--- src/rtl/cal_clock_pkg.sv ---
package cal_clock_pkg;

  localparam int BYTE_W    = 8;
  localparam int REG_BYTES = 8;
  localparam int ADDR_W    = $clog2(REG_BYTES);
  localparam int VIEW_W    = REG_BYTES * BYTE_W;

  // register offsets (field positions below match these)
  localparam int OFS_CTRL = 0;
  localparam int OFS_SEC  = 1;
  localparam int OFS_MIN  = 2;
  localparam int OFS_HOUR = 3;
  localparam int OFS_WDAY = 4;
  localparam int OFS_DATE = 5;
  localparam int OFS_MON  = 6;
  localparam int OFS_YEAR = 7;

  localparam int CTRL_WHALT_BIT = 7;
  localparam int CTRL_RHALT_BIT = 6;
  localparam int SEC_STOP_BIT   = 7;

  typedef logic [BYTE_W-1:0] byte_t;

  // packed so that byte k sits at bits [8k+7:8k], matching offset k
  typedef struct packed {
    byte_t yr;
    byte_t mon;
    byte_t date;
    byte_t wday;
    byte_t hour;
    byte_t min;
    byte_t sec;
    byte_t cen;
  } cal_time_t;

  localparam cal_time_t LIVE_RESET = '{yr: 8'h00, mon: 8'h01, date: 8'h01,
                                       wday: 8'h01, hour: 8'h00, min: 8'h00,
                                       sec: 8'h00, cen: 8'h00};

  // bits of each byte that carry time digits
  function automatic byte_t time_bits(input int ofs);
    case (ofs)
      OFS_CTRL: return 8'h3F;
      OFS_SEC:  return 8'h7F;
      OFS_MIN:  return 8'h7F;
      OFS_HOUR: return 8'h3F;
      OFS_WDAY: return 8'h07;
      OFS_DATE: return 8'h3F;
      OFS_MON:  return 8'h1F;
      default:  return 8'hFF;
    endcase
  endfunction

  function automatic byte_t view_reset(input int ofs);
    case (ofs)
      OFS_SEC:                     return 8'h80;
      OFS_WDAY, OFS_DATE, OFS_MON: return 8'h01;
      default:                     return 8'h00;
    endcase
  endfunction

  function automatic byte_t bcd_step(input byte_t v);
    if (v[3:0] >= 4'd9) return {v[7:4] + 4'd1, 4'd0};
    return {v[7:4], v[3:0] + 4'd1};
  endfunction

  // (10*t + u) mod 4 == (2*t + u) mod 4
  function automatic logic [1:0] bcd_mod4(input byte_t v);
    logic [4:0] s;
    s = {v[7:4], 1'b0} + 5'(v[3:0]);
    return s[1:0];
  endfunction

  function automatic logic is_leap(input byte_t cen, input byte_t yr);
    if (yr == 8'h00) return bcd_mod4(cen) == 2'd0;
    return bcd_mod4(yr) == 2'd0;
  endfunction

  function automatic byte_t month_last(input byte_t mon, input logic leap);
    case (mon)
      8'h02:                      return leap ? 8'h29 : 8'h28;
      8'h04, 8'h06, 8'h09, 8'h11: return 8'h30;
      default:                    return 8'h31;
    endcase
  endfunction

  function automatic cal_time_t advance(input cal_time_t t);
    cal_time_t n;
    n = t;
    if (t.sec < 8'h59) n.sec = bcd_step(t.sec);
    else begin
      n.sec = 8'h00;
      if (t.min < 8'h59) n.min = bcd_step(t.min);
      else begin
        n.min = 8'h00;
        if (t.hour < 8'h23) n.hour = bcd_step(t.hour);
        else begin
          n.hour = 8'h00;
          n.wday = (t.wday >= 8'h07) ? 8'h01 : bcd_step(t.wday);
          if (t.date < month_last(t.mon, is_leap(t.cen, t.yr))) n.date = bcd_step(t.date);
          else begin
            n.date = 8'h01;
            if (t.mon < 8'h12) n.mon = bcd_step(t.mon);
            else begin
              n.mon = 8'h01;
              if (t.yr < 8'h99) n.yr = bcd_step(t.yr);
              else begin
                n.yr  = 8'h00;
                n.cen = (t.cen >= 8'h39) ? 8'h00 : bcd_step(t.cen);
              end
            end
          end
        end
      end
    end
    return n;
  endfunction

  function automatic cal_time_t bytes_to_time(input logic [VIEW_W-1:0] raw);
    logic [VIEW_W-1:0] m;
    for (int i = 0; i < REG_BYTES; i++)
      m[i*BYTE_W +: BYTE_W] = raw[i*BYTE_W +: BYTE_W] & time_bits(i);
    return cal_time_t'(m);
  endfunction

endpackage

--- src/rtl/cal_prescaler.sv ---
module cal_prescaler #(
  parameter int TICKS_PER_SEC = 32768
) (
  input  logic clk,
  input  logic rst_n,
  input  logic run,
  input  logic osc_en,
  output logic sec_tick
);
  localparam int CNT_W = (TICKS_PER_SEC > 1) ? $clog2(TICKS_PER_SEC) : 1;
  localparam logic [CNT_W-1:0] LAST = CNT_W'(TICKS_PER_SEC - 1);

  logic [CNT_W-1:0] cnt;
  logic             at_last;

  assign at_last  = (cnt == LAST);
  assign sec_tick = run && osc_en && at_last;

  always_ff @(posedge clk or negedge rst_n) begin
    if (!rst_n)      cnt <= '0;
    else if (!run)   cnt <= '0;
    else if (osc_en) cnt <= at_last ? '0 : cnt + 1'b1;
  end
endmodule

--- src/rtl/cal_time_core.sv ---
module cal_time_core
  import cal_clock_pkg::*;
(
  input  logic      clk,
  input  logic      rst_n,
  input  logic      sec_tick,
  input  logic      commit,
  input  cal_time_t load_val,
  output cal_time_t live,
  output cal_time_t stepped
);
  assign stepped = advance(live);

  always_ff @(posedge clk or negedge rst_n) begin
    if (!rst_n)        live <= LIVE_RESET;
    else if (commit)   live <= load_val;
    else if (sec_tick) live <= stepped;
  end
endmodule

--- src/rtl/cal_user_bank.sv ---
module cal_user_bank
  import cal_clock_pkg::*;
(
  input  logic              clk,
  input  logic              rst_n,
  input  logic              wr_en,
  input  logic [ADDR_W-1:0] addr,
  input  byte_t             wdata,
  input  logic              refresh,
  input  cal_time_t         fresh,
  output logic [VIEW_W-1:0] view
);
  logic [VIEW_W-1:0] fresh_raw;
  assign fresh_raw = fresh;

  for (genvar i = 0; i < REG_BYTES; i++) begin : g_byte
    localparam byte_t KEEP = time_bits(i);
    localparam byte_t INIT = view_reset(i);
    byte_t q;
    byte_t fresh_b;
    assign fresh_b = fresh_raw[i*BYTE_W +: BYTE_W];

    always_ff @(posedge clk or negedge rst_n) begin
      if (!rst_n)                               q <= INIT;
      else if (wr_en && addr == ADDR_W'(i))     q <= wdata;
      else if (refresh)                         q <= (q & ~KEEP) | (fresh_b & KEEP);
    end

    assign view[i*BYTE_W +: BYTE_W] = q;
  end
endmodule

--- src/rtl/bcd_calendar_clock.sv ---
module bcd_calendar_clock
  import cal_clock_pkg::*;
#(
  parameter int TICKS_PER_SEC = 32768
) (
  input  logic              clk,
  input  logic              rst_n,
  input  logic              osc_en,
  input  logic [ADDR_W-1:0] addr,
  input  logic              wr_en,
  input  logic              rd_en,
  input  logic [BYTE_W-1:0] wdata,
  output logic [BYTE_W-1:0] rdata
);
  logic [VIEW_W-1:0] view;
  cal_time_t         live_time;
  cal_time_t         stepped_time;
  cal_time_t         load_time;
  logic              sec_tick;
  logic              commit_evt;
  logic              refresh_evt;
  logic              osc_stopped;
  logic              wr_halt;
  logic              rd_halt;

  assign wr_halt     = view[OFS_CTRL*BYTE_W + CTRL_WHALT_BIT];
  assign rd_halt     = view[OFS_CTRL*BYTE_W + CTRL_RHALT_BIT];
  assign osc_stopped = view[OFS_SEC*BYTE_W + SEC_STOP_BIT];

  assign commit_evt  = wr_en && (addr == ADDR_W'(OFS_CTRL)) && wr_halt && !wdata[CTRL_WHALT_BIT];
  assign refresh_evt = sec_tick && !wr_halt && !rd_halt;

  always_comb begin
    load_time     = bytes_to_time(view);
    load_time.cen = wdata & time_bits(OFS_CTRL);
  end

  cal_prescaler #(.TICKS_PER_SEC(TICKS_PER_SEC)) u_presc (
    .clk      (clk),
    .rst_n    (rst_n),
    .run      (!osc_stopped),
    .osc_en   (osc_en),
    .sec_tick (sec_tick)
  );

  cal_time_core u_core (
    .clk      (clk),
    .rst_n    (rst_n),
    .sec_tick (sec_tick),
    .commit   (commit_evt),
    .load_val (load_time),
    .live     (live_time),
    .stepped  (stepped_time)
  );

  cal_user_bank u_bank (
    .clk     (clk),
    .rst_n   (rst_n),
    .wr_en   (wr_en),
    .addr    (addr),
    .wdata   (wdata),
    .refresh (refresh_evt),
    .fresh   (stepped_time),
    .view    (view)
  );

  always_comb rdata = rd_en ? view[{addr, 3'b000} +: BYTE_W] : '0;
endmodule

--- config.mk ---
export PLATFORM = sky130hd
export DESIGN_NAME = bcd_calendar_clock
export DESIGN_NICKNAME = d
export VERILOG_FILES = /design/src/rtl/cal_clock_pkg.sv /design/src/rtl/cal_prescaler.sv /design/src/rtl/cal_time_core.sv /design/src/rtl/cal_user_bank.sv /design/src/rtl/bcd_calendar_clock.sv
export SDC_FILE = /design/constraint.sdc
export NUM_CORES = 1
export LEC_CHECK = 0
export BUFFER_PORTS_ARGS = -buffer_cell sky130_fd_sc_hd__buf_2
export CORE_MARGIN = 1.5
export CORE_UTILIZATION = 55
export DETAILED_ROUTE_END_ITERATION = 6
export HOLD_SLACK_MARGIN = 0.03
export PLACE_DENSITY = 0.79
export SYNTH_ARGS = -nofsm -noshare
export SYNTH_HDL_FRONTEND = slang
export SYNTH_HIERARCHICAL = 1
export SYNTH_SLANG_ARGS = --single-unit
--- constraint.sdc ---
create_clock -name clk -period 4.3 [get_ports clk]
set_input_delay 1.29 -clock clk [delete_from_list [all_inputs] [get_ports clk]]
set_output_delay 1.29 -clock clk [all_outputs]
set_load 0.005 [all_outputs]
Word-level counts from Yosys, hierarchy flattened
Index checks and enable logic that the tools add are counted.
Widths: inputs -> output; s select.
- shift operators: 1
- reductions and logical operators: 43
- equality and inequality tests: 24
- bitwise operators: 7
- order comparisons: 16
- muxes and demuxes: 109
- $add $sub $neg: 19
- operator list (operator ; number):
    $mux 8 ; 51
    $mux 64 ; 2
    $add 4x1->4 const B ; 16
    $shiftx 64x7->8 ; 1
    $mux 1 ; 48
    $mux 48 ; 1
    $mux 15 ; 3
    $mux 40 ; 1
    $ge 4x4->1 const B ; 8
    $mux 32 ; 1
    $or 8x6->8 ; 3
    $reduce_bool 2->1 ; 10
    $eq 8x3->1 const B ; 2
    $lt 8x7->1 const B ; 2
    $mux 16 ; 1
    $or 8x7->8 ; 2
    $pmux 8 s2 ; 1
    $add 15x1->15 const B ; 1
    $eq 15x15->1 const B ; 1
    $ne 3x3->1 const B ; 5
    $logic_and 1x1->1 ; 14
    $eq 3x3->1 const B ; 4
    $ne 2x2->1 const B ; 6
    $reduce_and 5->1 ; 2
    25 further kinds ; 33
- logic and storage cells: 244
- register bits after elaboration: 143
- bits of input ports: 16
- output and inout bits: 8

Depth between registers and ports, before layout
- word-level depth: 30
- gate-level depth with buffers: 15
- mapped depth without buffers: 14

By module
The synthesis kept the hierarchy.
- by module, submodules not included (module ; area each (µm²) ; cells each ; instances):
    cal_time_core ; 5421.4 ; 667 ; 1
    cal_user_bank ; 3045.4 ; 197 ; 1
    cal_prescaler ; 882.1 ; 96 ; 1
    bcd_calendar_clock ; 615.6 ; 53 ; 1

Worst setup path after synthesis
OpenSTA, ideal clock, no wires.
- kind: input port to output port
- start: in addr[0]
- end: out rdata[7]
- path buffers: 2
- required time: 3.010 ns
- setup slack: 0.770 ns
- cell stages on the path: 4
- data arrival time: 2.240 ns
- cells stage by stage: buf_6 > buf_12 > mux4_2 > o211a_1
- longest elaborated chain between the ends: 2
- RTL lines (what ; line ; text):
    from (decl) ; bcd_calendar_clock.sv:9 ; input logic [ADDR_W-1:0] addr,
    $shiftx 64x7->8 ; bcd_calendar_clock.sv:67 ; always_comb rdata = rd_en ? view[{addr, 3'b000} +: BYTE_W] : '0;
    $mux 8 ; bcd_calendar_clock.sv:67 ;
    to (decl) ; bcd_calendar_clock.sv:13 ; output logic [BYTE_W-1:0] rdata
No other way between the ends.

Worst setup path in the final report
- start: in addr[0]
- end: out rdata[0]
Same word-level chain as after synthesis.

==> run summary <==
The count of input and output buffers works out to 23. Of the total power, the share spent switching nets is 35.40%. At the pin with the least slew margin, the transition time is 0.9213 ns.

The final number of hold-violating endpoints was 0. The largest net degree at the start of global routing came out at 80. The largest fanout on the critical path was 19; the wire length reported by the detailed router was 26310 µm. The clock network burns 29.7% of the power. The logs give 0 for the post-cts sizing count and 2 for the buffer depth of the longest clock path. The Yosys warning count is 6, and the minimum clock period is 4.033 ns.

The design draws 5.076 mW. The category of the critical setup timing path is in -> out. The root buffer cell was clkbuf_16. The logs give 0.9451 for the placer congestion estimate and 0 for the count of hold-fix buffers inserted at cts.

The run gives 24 as the number of top-level pins. CTS saw 143 sinks. For the total routing usage reported by global routing, the log shows 29.00%. The flow ran to the end, and the final reports show no timing, DRC or antenna violations. The die covers 0.01874 mm².

The worst hold path belongs to the class reg -> reg. The logs give 41420 µm for the wire length of the first global-routing pass and 0 for the final antenna diode count. For this run, the top clock speed supported by timing is 247.9 MHz. The run gives 3.01 ns as the worst endpoint required time.

Once the clock tree was built, the setup fixing pass inserted 0 buffers. The logs give 38.07% for the relative slew slack and 759 for the DRC marker count from the first detailed-route iteration. Once the floorplan was initialized, standard cells occupied 56.61% of the core.

The average cell area after synthesis came out at 9.939 µm². Cells with a size suffix above 1 make up 21.73% of the layout. For the number of max-slew violations in the final report, the log shows 0. The clock edge transition at the registers on the reported setup and hold paths works out to 0.06 ns. For the final database, setup skew stands at 0.01186 ns.

The share of the clock period used by the worst path is 93.79%, and the cell leakage power is 4.638 nW. TritonCTS built the clock tree. Setup repair after global routing left no endpoint under its margin. The internal power component is 3.279 mW. In this run, CTS created clock tree buffers numbering 17. The number of antenna violations at the first check in global routing was 0; the switching power total was 1.797 mW. After detailed routing, the number of vias per cell comes to 6.560. The tool flagged a number of max-cap violations equal to 0.

The signal arrival time at the worst endpoint was 2.74 ns; the via count of the first global-routing pass was 7838. The mean routed wirelength per cell was 21.03 µm; the number of DRC violations after detailed routing was 0. For the mapped cell area, the log shows 0.009859 mm². In this run the remaining antenna-violating nets after routing total 0.

The placement row count was 48. Counting the fill cells in the layout gives 1359. After floorplanning, the core was sized to cover 0.01742 mm². The number of instances in the synthesized netlist is 992. Summed over all failing endpoints, the final setup total negative slack is 0 ns. IR analysis of the VDD net gives a maximum drop of 0.3229 mV. Dividing total power by cell area gives a power density of 466.4 mW/mm². STA classifies the critical path endpoint as an output port. The worst setup path is launched from a primary input. Compared with the post-synthesis result, the final layout area differs by 10.38%. The logs give 6 for the detailed-routing iteration count for the pre-antenna-repair pass and 4 for the H-tree depth reported by CTS. At the later pin of the worst-skew pair, clock insertion delay measures 0.43 ns.

The vertical die dimension works out to 136.9 µm. The overall via count from detail_route is 8207, and the die width is 136.9 µm. The share of total power dissipated in combinational logic is 30.3%. Setup violations remaining at the end of the flow were counted as 0. For the total overflow reported by the global router, the log shows 0. The logs give 40.0% for the share of total power in sequential cells and 18180 µm for the detailed-placement wirelength estimate. The final net count is 1074.
-- metrics by stage --
step	util, %	std cells	setup slack, ns	hold WS (ns)	instance area [µm²]
floorplan	-	1007	0.7697	0.4612	9916
global placement	59.06	1219	0.3446	0.4815	10290
detailed placement	59.06	1219	0.3373	0.4895	10290
CTS	62.49	1251	0.2869	0.5044	10880
global route	62.49	1251	0.1407	0.5114	10880
finish	62.49	1251	0.2669	0.5008	10880
-- final timing paths --
kind	startpoint	cells after the start	end	slack, ns
max reg2reg	u_core/live[49]	14	u_bank/g_byte[6].q[3]	0.37
max in group asynchronous	rst_n	2	u_bank/g_byte[1].q[7]	2.78
min	u_bank/g_byte[6].q[7]	1	u_bank/g_byte[6].q[7]	0.50
min in group asynchronous	rst_n	1	u_core/live[37]	0.72
max	addr[0]	5	rdata[0]	0.27
min reg2reg	u_bank/g_byte[6].q[7]	1	u_bank/g_byte[6].q[7]	0.50
-- state kept, by name (all words and copies together) (netlist names) --
signal / cells
u_bank/g_byte.q: 64
u_core/live: 64
u_presc/cnt: 15
-- area by class of cell --
type | count | area [µm²] | area share [%]
inverters | 41 | 153.9 | 1.414
well taps | 225 | 281.5 | 2.587
repair buffers | 47 | 339.1 | 3.116
clock inverters | 13 | 163.9 | 1.506
clock buffers | 19 | 432.9 | 3.978
multi-input cells | 763 | 5924 | 54.44
flip-flops and latches | 143 | 3587 | 32.96
-- metal layers --
metal | wire length (µm) | GRT usage, % | vias to the layer above | part of all wire (%)
met2 | 12330 | 46.54 | 385 | 47
li1 | - | - | 3714 | -
met5 | 0 | 0 | - | 0
met4 | 1008 | 13.63 | 0 | 3.8
met1 | 11050 | 37.64 | 4027 | 42
met3 | 1919 | 5.926 | 81 | 7.3
-- power by group through the flow --
| stage | logic [mW] | registers (mW) | clock network (mW) |
|---|---|---|---|
| finish | 1.54 | 2.03 | 1.51 |
| global route | 1.69 | 2.07 | 1.58 |
| global placement | 1.42 | 2.02 | 0 |
| CTS | 1.51 | 2.01 | 1.53 |
| floorplan | 1.17 | 1.88 | 0 |
| detailed placement | 1.48 | 2.03 | 0 |
-- placed cells by master (no fill, tap or decap), types with 8 or more instances in the layout --
cell       instances
nor2b_1            8
buf_4             21
a21o_1             9
mux2_2           107
clkbuf_16         17
mux2i_1           15
conb_1            16
ha_1              45
mux4_1            14
a21oi_1           39
o21ai_0           59
dfrtp_1          136
nand3_1           24
o211ai_1           9
a31oi_1           12
nand2_1          103
o21ai_1            8
xnor2_1            9
nand4_1           14
inv_1             40
nor2_1            40
buf_2             22
mux2_4             8
o31ai_1           14
a41oi_1            8
nor3b_1           12
nor3_1            22
nand2b_1          20
-- critical path, stage by stage --
cell and delay, ns:
buf_2 0.41, mux4_1 0.62, nand2_1 0.09, a21boi_0 0.16
buf_2 0.16
No activity file was read; power rests on OpenSTA's default activity.
